$ cat src/rtl/cfg_hdr_pkg.sv
package cfg_hdr_pkg;

  typedef enum logic [3:0] {
    PH_SKIP,
    PH_TAG,
    PH_FLEN,
    PH_FIELD,
    PH_PLEN,
    PH_PAY,
    PH_DONE,
    PH_ERR
  } phase_e;

  // Strobes from control to datapath
  typedef struct packed {
    logic clear;
    logic decCnt;
    logic ldFlen;
    logic shiftFld;
    logic ldField;
    logic ldPlen;
    logic shiftLen;
    logic ldPay;
    logic push;
    logic setFmt;
    logic setTrunc;
  } ctlStrobe_t;

  // Status from datapath to control
  typedef struct packed {
    logic cntOne;
    logic fieldZero;
    logic lenZero;
    logic outBusy;
  } dpStatus_t;

endpackage

$ cat src/rtl/cfg_hdr_ctrl.sv
module cfg_hdr_ctrl
  import cfg_hdr_pkg::*;
#(
  parameter int         N_TEXT   = 4,
  parameter logic [7:0] TAG_BASE = 8'h61
) (
  input  logic        clk,
  input  logic        rstN,
  input  logic        restart,
  input  logic        inValid,
  input  logic [7:0]  inByte,
  input  logic        inEnd,
  input  dpStatus_t   sts,
  output ctlStrobe_t  stb,
  output logic        inReady
);

  localparam int TAG_W = $clog2(N_TEXT + 1);

  phase_e           phase, nxtPhase;
  logic [TAG_W-1:0] tagIdx, nxtTag;
  logic [7:0]       expTag;
  logic             acc;

  assign expTag  = TAG_BASE + 8'(tagIdx);
  assign inReady = !restart && !((phase == PH_PAY) && sts.outBusy);
  assign acc     = inValid && inReady;

  always_comb begin
    stb      = '0;
    nxtPhase = phase;
    nxtTag   = tagIdx;
    if (restart) begin
      stb.clear = 1'b1;
      nxtPhase  = PH_SKIP;
      nxtTag    = '0;
    end else if (acc) begin
      unique case (phase)
        PH_SKIP: begin
          stb.decCnt = 1'b1;
          if (sts.cntOne) begin
            nxtPhase = PH_TAG;
            nxtTag   = '0;
          end
        end
        PH_TAG: begin
          if (inByte != expTag) begin
            stb.setFmt = 1'b1;
            nxtPhase   = PH_ERR;
          end else if (tagIdx == TAG_W'(N_TEXT)) begin
            stb.ldPlen = 1'b1;
            nxtPhase   = PH_PLEN;
          end else begin
            stb.ldFlen = 1'b1;
            nxtPhase   = PH_FLEN;
          end
        end
        PH_FLEN: begin
          if (sts.cntOne) begin
            if (sts.fieldZero) begin
              nxtPhase = PH_TAG;
              nxtTag   = tagIdx + TAG_W'(1);
            end else begin
              stb.ldField = 1'b1;
              nxtPhase    = PH_FIELD;
            end
          end else begin
            stb.shiftFld = 1'b1;
            stb.decCnt   = 1'b1;
          end
        end
        PH_FIELD: begin
          stb.decCnt = 1'b1;
          if (sts.cntOne) begin
            nxtPhase = PH_TAG;
            nxtTag   = tagIdx + TAG_W'(1);
          end
        end
        PH_PLEN: begin
          if (sts.cntOne) begin
            stb.ldPay = 1'b1;
            nxtPhase  = sts.lenZero ? PH_DONE : PH_PAY;
          end else begin
            stb.shiftLen = 1'b1;
            stb.decCnt   = 1'b1;
          end
        end
        PH_PAY: begin
          stb.push   = 1'b1;
          stb.decCnt = 1'b1;
          if (sts.cntOne) nxtPhase = PH_DONE;
        end
        default: ;
      endcase
      // an end mark anywhere short of completion is a truncation
      if (inEnd && (nxtPhase != PH_DONE) && (nxtPhase != PH_ERR)) begin
        stb.setTrunc = 1'b1;
        nxtPhase     = PH_ERR;
      end
    end
  end

  always_ff @(posedge clk or negedge rstN) begin
    if (!rstN) begin
      phase  <= PH_SKIP;
      tagIdx <= '0;
    end else begin
      phase  <= nxtPhase;
      tagIdx <= nxtTag;
    end
  end

endmodule

$ cat src/rtl/cfg_hdr_dp.sv
module cfg_hdr_dp
  import cfg_hdr_pkg::*;
#(
  parameter int SKIP_BYTES = 13,
  parameter int FLD_LEN_W  = 16,
  parameter int LEN_W      = 32
) (
  input  logic             clk,
  input  logic             rstN,
  input  ctlStrobe_t       stb,
  input  logic [7:0]       inByte,
  input  logic             outReady,
  output dpStatus_t        sts,
  output logic [7:0]       outData,
  output logic             outValid,
  output logic             outFirst,
  output logic             hdrDone,
  output logic [LEN_W-1:0] payLen,
  output logic             fmtErr,
  output logic             truncErr
);

  localparam int CNT_W     = (LEN_W > FLD_LEN_W) ? LEN_W : FLD_LEN_W;
  localparam int FLD_BYTES = FLD_LEN_W / 8;
  localparam int LEN_BYTES = LEN_W / 8;

  logic [CNT_W-1:0]     cnt;
  logic [FLD_LEN_W-9:0] fldSh;
  logic [LEN_W-9:0]     lenSh;
  logic [FLD_LEN_W-1:0] newFld;
  logic [LEN_W-1:0]     newLen;
  logic                 firstPend;

  assign newFld = {fldSh, inByte};
  assign newLen = {lenSh, inByte};

  assign sts.cntOne    = (cnt == CNT_W'(1));
  assign sts.fieldZero = (newFld == '0);
  assign sts.lenZero   = (newLen == '0);
  assign sts.outBusy   = outValid && !outReady;

  // shared down counter: skip, length bytes, field bytes, payload bytes
  always_ff @(posedge clk or negedge rstN) begin
    if (!rstN)             cnt <= CNT_W'(SKIP_BYTES);
    else if (stb.clear)    cnt <= CNT_W'(SKIP_BYTES);
    else if (stb.ldFlen)   cnt <= CNT_W'(FLD_BYTES);
    else if (stb.ldPlen)   cnt <= CNT_W'(LEN_BYTES);
    else if (stb.ldField)  cnt <= CNT_W'(newFld);
    else if (stb.ldPay)    cnt <= CNT_W'(newLen);
    else if (stb.decCnt)   cnt <= cnt - CNT_W'(1);
  end

  always_ff @(posedge clk or negedge rstN) begin
    if (!rstN) begin
      fldSh <= '0;
      lenSh <= '0;
    end else begin
      if (stb.shiftFld) fldSh <= newFld[FLD_LEN_W-9:0];
      if (stb.shiftLen) lenSh <= newLen[LEN_W-9:0];
    end
  end

  always_ff @(posedge clk or negedge rstN) begin
    if (!rstN) begin
      hdrDone   <= 1'b0;
      payLen    <= '0;
      fmtErr    <= 1'b0;
      truncErr  <= 1'b0;
      firstPend <= 1'b0;
    end else if (stb.clear) begin
      hdrDone   <= 1'b0;
      payLen    <= '0;
      fmtErr    <= 1'b0;
      truncErr  <= 1'b0;
      firstPend <= 1'b0;
    end else begin
      hdrDone <= stb.ldPay;
      if (stb.ldPay)    payLen   <= newLen;
      if (stb.setFmt)   fmtErr   <= 1'b1;
      if (stb.setTrunc) truncErr <= 1'b1;
      if (stb.ldPay)     firstPend <= 1'b1;
      else if (stb.push) firstPend <= 1'b0;
    end
  end

  // single output register
  always_ff @(posedge clk or negedge rstN) begin
    if (!rstN) begin
      outData  <= '0;
      outValid <= 1'b0;
      outFirst <= 1'b0;
    end else if (stb.clear) begin
      outValid <= 1'b0;
      outFirst <= 1'b0;
    end else if (stb.push) begin
      outData  <= inByte;
      outValid <= 1'b1;
      outFirst <= firstPend;
    end else if (outReady) begin
      outValid <= 1'b0;
      outFirst <= 1'b0;
    end
  end

endmodule

$ cat src/rtl/cfg_hdr_strip.sv
module cfg_hdr_strip
  import cfg_hdr_pkg::*;
#(
  parameter int         SKIP_BYTES = 13,
  parameter int         N_TEXT     = 4,
  parameter int         FLD_LEN_W  = 16,
  parameter int         LEN_W      = 32,
  parameter logic [7:0] TAG_BASE   = 8'h61
) (
  input  logic             clk,
  input  logic             rstN,
  input  logic             restart,
  input  logic [7:0]       inData,
  input  logic             inValid,
  input  logic             inEnd,
  output logic             inReady,
  output logic [7:0]       outData,
  output logic             outValid,
  input  logic             outReady,
  output logic             outFirst,
  output logic             hdrDone,
  output logic [LEN_W-1:0] payLen,
  output logic             fmtErr,
  output logic             truncErr
);

  ctlStrobe_t stb;
  dpStatus_t  sts;

  cfg_hdr_ctrl #(
    .N_TEXT   (N_TEXT),
    .TAG_BASE (TAG_BASE)
  ) u_ctrl (
    .clk     (clk),
    .rstN    (rstN),
    .restart (restart),
    .inValid (inValid),
    .inByte  (inData),
    .inEnd   (inEnd),
    .sts     (sts),
    .stb     (stb),
    .inReady (inReady)
  );

  cfg_hdr_dp #(
    .SKIP_BYTES (SKIP_BYTES),
    .FLD_LEN_W  (FLD_LEN_W),
    .LEN_W      (LEN_W)
  ) u_dp (
    .clk      (clk),
    .rstN     (rstN),
    .stb      (stb),
    .inByte   (inData),
    .outReady (outReady),
    .sts      (sts),
    .outData  (outData),
    .outValid (outValid),
    .outFirst (outFirst),
    .hdrDone  (hdrDone),
    .payLen   (payLen),
    .fmtErr   (fmtErr),
    .truncErr (truncErr)
  );

endmodule

$ cat config.mk
export PLATFORM = sky130hd
export DESIGN_NAME = cfg_hdr_strip
export DESIGN_NICKNAME = d
export VERILOG_FILES = /design/src/rtl/cfg_hdr_pkg.sv /design/src/rtl/cfg_hdr_ctrl.sv /design/src/rtl/cfg_hdr_dp.sv /design/src/rtl/cfg_hdr_strip.sv
export SDC_FILE = /design/constraint.sdc
export NUM_CORES = 1
export LEC_CHECK = 0
export ABC_AREA = 1
export ABC_CLOCK_PERIOD_IN_PS = 1950
export BUFFER_PORTS_ARGS = -buffer_cell sky130_fd_sc_hd__buf_2
export CAP_MARGIN = 40
export CORE_ASPECT_RATIO = 0.7
export CORE_MARGIN = 2
export CORE_UTILIZATION = 45
export CTS_BUF_LIST = sky130_fd_sc_hd__clkbuf_16
export DETAILED_ROUTE_END_ITERATION = 16
export GPL_TIMING_DRIVEN = 0
export PLACE_DENSITY = 0.66
export SYNTH_ARGS = -nofsm -noshare
export SYNTH_HDL_FRONTEND = slang
export SYNTH_SLANG_ARGS = --single-unit
export TNS_END_PERCENT = 100
$ cat constraint.sdc
create_clock -name clk -period 1.95 [get_ports clk]
set_input_delay 0.2925 -clock clk [delete_from_list [all_inputs] [get_ports clk]]
set_output_delay 0.2925 -clock clk [all_outputs]
set_load 0.005 [all_outputs]
Yosys cells after proc, flatten, opt, wreduce, memory -nomap -nowiden --
Cells that the tools add are included.
Word-level totals: register bits 117, input port bits 14
Operators by class: $add $sub $neg 3, equality and inequality tests 14, muxes and demuxes 62, bitwise logic cells 1, reductions and logical operators 25
Operators with widths (number):
- $mux 32 | 8
- $mux 4 | 9
- $eq 32x1->1 const B | 1
- $logic_not 32->1 | 1
- $sub 32x1->32 const B | 1
- $mux 1 | 28
- $mux 3 | 8
- $mux 10 | 2
- $pmux 4 s5 | 1
- $logic_not 16->1 | 1
- $ne 3x3->1 const B | 4
- $pmux 3 s3 | 1
- $add 7x3->8 const A | 1
- $eq 4x2->1 const B | 2
- $eq 4x3->1 const B | 2
- $mux 2 | 4
- $ne 4x3->1 const B | 2
- $ne 8x8->1 | 1
- $reduce_bool 2->1 | 4
- $logic_and 1x1->1 | 6
- $reduce_and 6->1 | 1
- $reduce_bool 3->1 | 2
- $reduce_bool 6->1 | 1
- $eq 4x1->1 const B | 1
- 10 further kinds | 13

Logic depth before layout (Yosys ltp) --
word-level depth 20, depth in mapped cells 16, depth with buffers taken out 14

Modules after synthesis --
From an unflattened synthesis, not the netlist that was laid out.
Unflattened totals: cell total of the unflattened synthesis 886, area total of the unflattened synthesis 6503.7 um2
Modules (own cells, without submodules):
- cfg_hdr_dp | times used 1, cells an instance 753, area each 5669.2 um2, sequential area each 2756.4 um2
- cfg_hdr_ctrl | times used 1, cells an instance 133, area each 834.6 um2, sequential area each 175.2 um2

Worst setup path after synthesis --
Ideal clock, no wire load.
path kind register -> register, from register u_ctrl.tagIdx[0], to register u_dp.cnt[12], setup time 0.128 ns, arrival time 1.813 ns, required time 1.822 ns, slack 0.009 ns, stages on the path, launching flop included 12, buffers on the path 1, cells stage by stage dfrtp_1 inv_1 ha_1 xnor2_1 nand4_1 nor2_1 nand2_2 nand3_2 nor2_8 buf_4 nand2_1 o21ai_0
On the way: word-level cells in the longest chain between the ends 9
Ends and longest elaborated chain:
- start: declaration | line cfg_hdr_ctrl.sv:21 | logic [TAG_W-1:0] tagIdx, nxtTag;
- start signal: assignment | line cfg_hdr_ctrl.sv:109 | tagIdx <= nxtTag;
- $add 7x3->8 / $eq 3x3->1 (equally long branches) | line cfg_hdr_ctrl.sv:25, cfg_hdr_ctrl.sv:50
- $ne 8x8->1 / $mux 1 (equally long branches) | line cfg_hdr_ctrl.sv:47, cfg_hdr_ctrl.sv:50
- $mux 1 | line cfg_hdr_ctrl.sv:47 | if (inByte != expTag) begin
- $mux 1 | line cfg_hdr_ctrl.sv:38 | unique case (phase)
- $mux 10 (*) | line cfg_hdr_ctrl.sv:37 | end else if (acc) begin
- $mux 10 (*) | line cfg_hdr_ctrl.sv:33 | if (restart) begin
- $mux 32 | line cfg_hdr_dp.sv:47 | else if (stb.ldPlen) cnt <= CNT_W'(LEN_BYTES);
- $mux 32 | line cfg_hdr_dp.sv:46 | else if (stb.ldFlen) cnt <= CNT_W'(FLD_BYTES);
- $mux 32 | line cfg_hdr_dp.sv:45 | else if (stb.clear) cnt <= CNT_W'(SKIP_BYTES);
- end signal: assignment | line cfg_hdr_dp.sv:45
- end signal: assignment | line cfg_hdr_dp.sv:46
- end signal: assignment | line cfg_hdr_dp.sv:47
- end: declaration | line cfg_hdr_dp.sv:27 | logic [CNT_W-1:0] cnt;
Every way passes the cells marked *; elsewhere a longest branch is shown, timed or not. A chain may end at the register's enable or synchronous reset.

Worst setup path in the final report --
from register u_dp.cnt[0], to register u_dp.cnt[14]
On the way: word-level cells in the longest chain between the ends 10
Ends and longest elaborated chain:
- start signal: assignment | line cfg_hdr_dp.sv:44 | if (!rstN) cnt <= CNT_W'(SKIP_BYTES);
- start signal: assignment | line cfg_hdr_dp.sv:45
- start signal: assignment | line cfg_hdr_dp.sv:46
- parallel branches: the longest is 10 deep, another holds $sub 32x1->32
Several ways; the timed one is not identified. The select of a mux whose other input is x is not followed.

==> results.cfg <==
[status]
outcome = finished with violations
failed_checks = negative setup slack

[floorplan]
rows = 36
coreArea_um2 = 14000
fp.dieH_um = 104
die-width_um = 147
io_pins = 60
initial_core_util_pct = 46.3
die_area_um2 = 15400

[cts]
root_buffer = clkbuf_16
cts_tree = done
cts_max_path_buffers = 2
numCtsBuffers = 17
clk_latency_ps = 430
cts.clk_slew.worst_paths_ps = 60
clock_sinks = 117
h-tree-depth = 4

[cells_and_area]
drive_above_1_share_pct = 31.8
n_antenna_cell = 0
instances_no_fill = 1169
seqCellArea_um2 = 2940
nNetsFinal = 984
multi_input_area_um2 = 3560
syn_to_final_growth_pct = 35.3
fillers = 1190

[place]
place_congestion = 0.934
portBuffers = 59
dp.cells = 1098
hpwl_mm = 14.1

[critical_path]
reg2reg_depth = 12
r2r_start = u_dp.cnt[0]
cp_max_fo = 5
r2r-end = u_dp.cnt[14]
cp.arrival_ps = 2420
timing.critical_path.from = u_dp.cnt[0]
cp-start-kind = flop
crit_path_end_kind = flop
cp_data_required_time_ps = 2300
critical_path_class = reg -> reg
rrSetupSlack_ps = -120

[routing]
vias = 6422
drcViolationCount = 0
wl_per_cell_um = 18.4
wl_met3_mm = 1.92
wl_met2_mm = 9.16
initialDrtViolationCount = 635
drt-total-wl_mm = 21.5
vias_per_cell = 5.49
top_layer = met4
drtAntennaViolNets = 0
met1Wirelength_mm = 9.98
dr.pass1.iters = 5

[sta]
fmax_mhz = 483
worst_slack_ps = -121
relSlewSlack_pct = 47.8
hold_violations = 0
slew_violations = 0
finalCritPeriodShare_pct = 106
rsz0062_at_grt = true
layout_min_cycle_time_ps = 2070
tightest_slew_ps = 782
finClkSkew_ps = 9.31
setup_viol = 72

[yosys]
syn_inst = 848
synth.distinct_cells = 38
yosysSeqAreaShare_pct = 45.2
syn_area_um2 = 6480
syn-num-nets = 866
synth.avg_cell_area_um2 = 7.64
synth_warnings = 0
synth-seq-cells = 117

[global_routing]
antenna_found_initial = 0
grt-ovfl-total = 0
grt_max_degree = 78
grt_pass1_wl_mm = 32.0
grt_pass1_vias = 5826
track_usage_pct = 27.3

[min_path]
holdPathEnd = u_ctrl.tagIdx[1]
hp-class = in -> reg
min_from = restart
holdPathStages = 2

[pwr]
vdd_drop_max_v = 0.000649
p_per_area_nw_per_um2 = 1090
total_power_w = 0.00957
p_leak_nw = 4.47

[job]
drv_cap = 0
cell usage after synthesis:
master,instances,share of area (%)
nand3_1,65,5.0
buf_12,1,0.31
ha_1,4,0.77
nand3b_1,2,0.23
nand4_1,13,1.3
inv_1,64,3.7
nand2_1,221,13
nor2_1,117,6.8
o21ai_1,20,1.5
buf_1,3,0.17
nor2_8,2,0.62
and3b_1,1,0.14
nand3_2,4,0.62
buf_2,10,0.77
nor2_2,9,0.87
buf_6,3,0.52
xnor2_1,8,1.1
o21ai_2,4,0.54
nand4_2,1,0.19
o21ai_0,83,6.4
nor2_4,6,1.0
dfstp_2,3,1.2
inv_2,8,0.46
dfrtp_1,114,44
o221ai_1,1,0.14
xor2_1,24,3.2
a211oi_1,2,0.23
o211a_1,2,0.31
nand3_4,1,0.27
nand2_2,13,1.3
clkinv_2,1,0.077
clkbuf_1,6,0.35
o22ai_1,3,0.29
clkbuf_2,1,0.077
a21oi_1,12,0.93
nor3_1,7,0.54
nand2_4,3,0.52
buf_4,6,0.69
power by group:
group / switching (W) / internal (W) / leakage, nW
sequential: 0.000550 / 0.00293 / 1.55
clock: 0.00126 / 0.00202 / 0.293
combinational: 0.00178 / 0.00104 / 2.62
critical path: stages, from the launching register on:
cell	delay, ps
dfstp_2	570
ha_4	170
nand2_2	60
nor2_2	130
nand2_2	110
nor2_4	220
buf_4	150
nand3_2	110
nand2_1	80
o21ai_0	70
nand2_1	80
nand2_1	90
o21ai_0	140
metal layers:
layer  GRT usage, %  up-vias
met4           7.01        0
met5              0        -
met3           7.85       35
met2           38.1      287
met1           41.3     3109
li1               -     2991
state kept, by name (all words and copies together) (netlist names):
register and cells:
u_dp.outValid 1, u_dp.outFirst 1, u_dp.lenSh 24, u_dp.firstPend 1, u_dp.fldSh 8, u_dp.truncErr 1, u_ctrl.phase 4, u_dp.payLen 32
u_dp.outData 8, u_ctrl.tagIdx 3, u_dp.hdrDone 1, u_dp.fmtErr 1, u_dp.cnt 32
timing repair:
action / 4_1_cts / 5_1_grt
gates resized for setup: 56 / 163
pin swaps: 18 / 30
hold buffers: 1 / 0
buffers inserted: 20 / 9
gates cloned: 1 / 9
endpoints found under the setup margin: 103 / 113
hold endpoints to repair: 38 / 0
stage by stage:
stage	area [um2]	TNS (ps)	utilization, %	setup slack [ps]	hold slack [ps]
final	8770	-3410	62.6	-121	159
after global routing	8770	-10200	62.6	-212	157
after CTS	8060	-293	57.5	-38.6	152
after detailed placement	7050	-19830	50.3	-437	236
after global placement	7010	-122070	50.1	-920	461
after floorplan	6480	0	-	8.78	-3.09
cell families (layout without fill, tap and decap cells):
| logic type | after synthesis | in the layout | share of synthesized area, % |
|---|---|---|---|
| AND/OR/NAND/NOR | 465 | 466 | 32.1 |
| AO/OA/AOI/OAI | 127 | 127 | 10.4 |
| flip-flops | 117 | 117 | 45.2 |
| buffers and inverters | 103 | 233 | 7.14 |
| XOR/XNOR | 32 | 32 | 4.32 |
| adder cells (fa/ha/maj) | 4 | 4 | 0.772 |
final cells by class:
class	instances	area share (%)
plain buffers	30	3.89
clock buffers	17	4.85
clock inverters	15	2.04
inverters	73	3.32
multi-input cells	629	40.6
flip-flops and latches	117	33.5
well taps	190	2.71
repair buffers	98	9.12
worst max path at each step:
| stage | end |
|---|---|
| finish | u_dp.cnt[14] |
| global route | u_dp.cnt[10] |
| CTS | u_dp.cnt[1] |
| detailed placement | u_dp.cnt[15] |
| global placement | u_dp.cnt[25] |
| floorplan | u_dp.cnt[12] |
cell usage in the layout, fill, tap and decap left out, drive strengths merged:
master	netlist	routed
dfstp	3	3
nor2	134	134
xnor2	8	8
dfrtp	114	114
bufinv	0	3
dlygate4sd3	0	1
a211oi	2	2
clkinv	1	6
nor3	7	7
xor2	24	24
ha	4	4
clkinvlp	0	2
buf	23	116
inv	72	77
nand3b	2	2
a21oi	12	12
o211a	2	2
o221ai	1	1
and3b	1	1
o21ai	107	107
nand3	70	71
nand4	14	14
clkbuf	7	28
nand2	237	237
o22ai	3	3
Power figures use the tool's default switching activity.
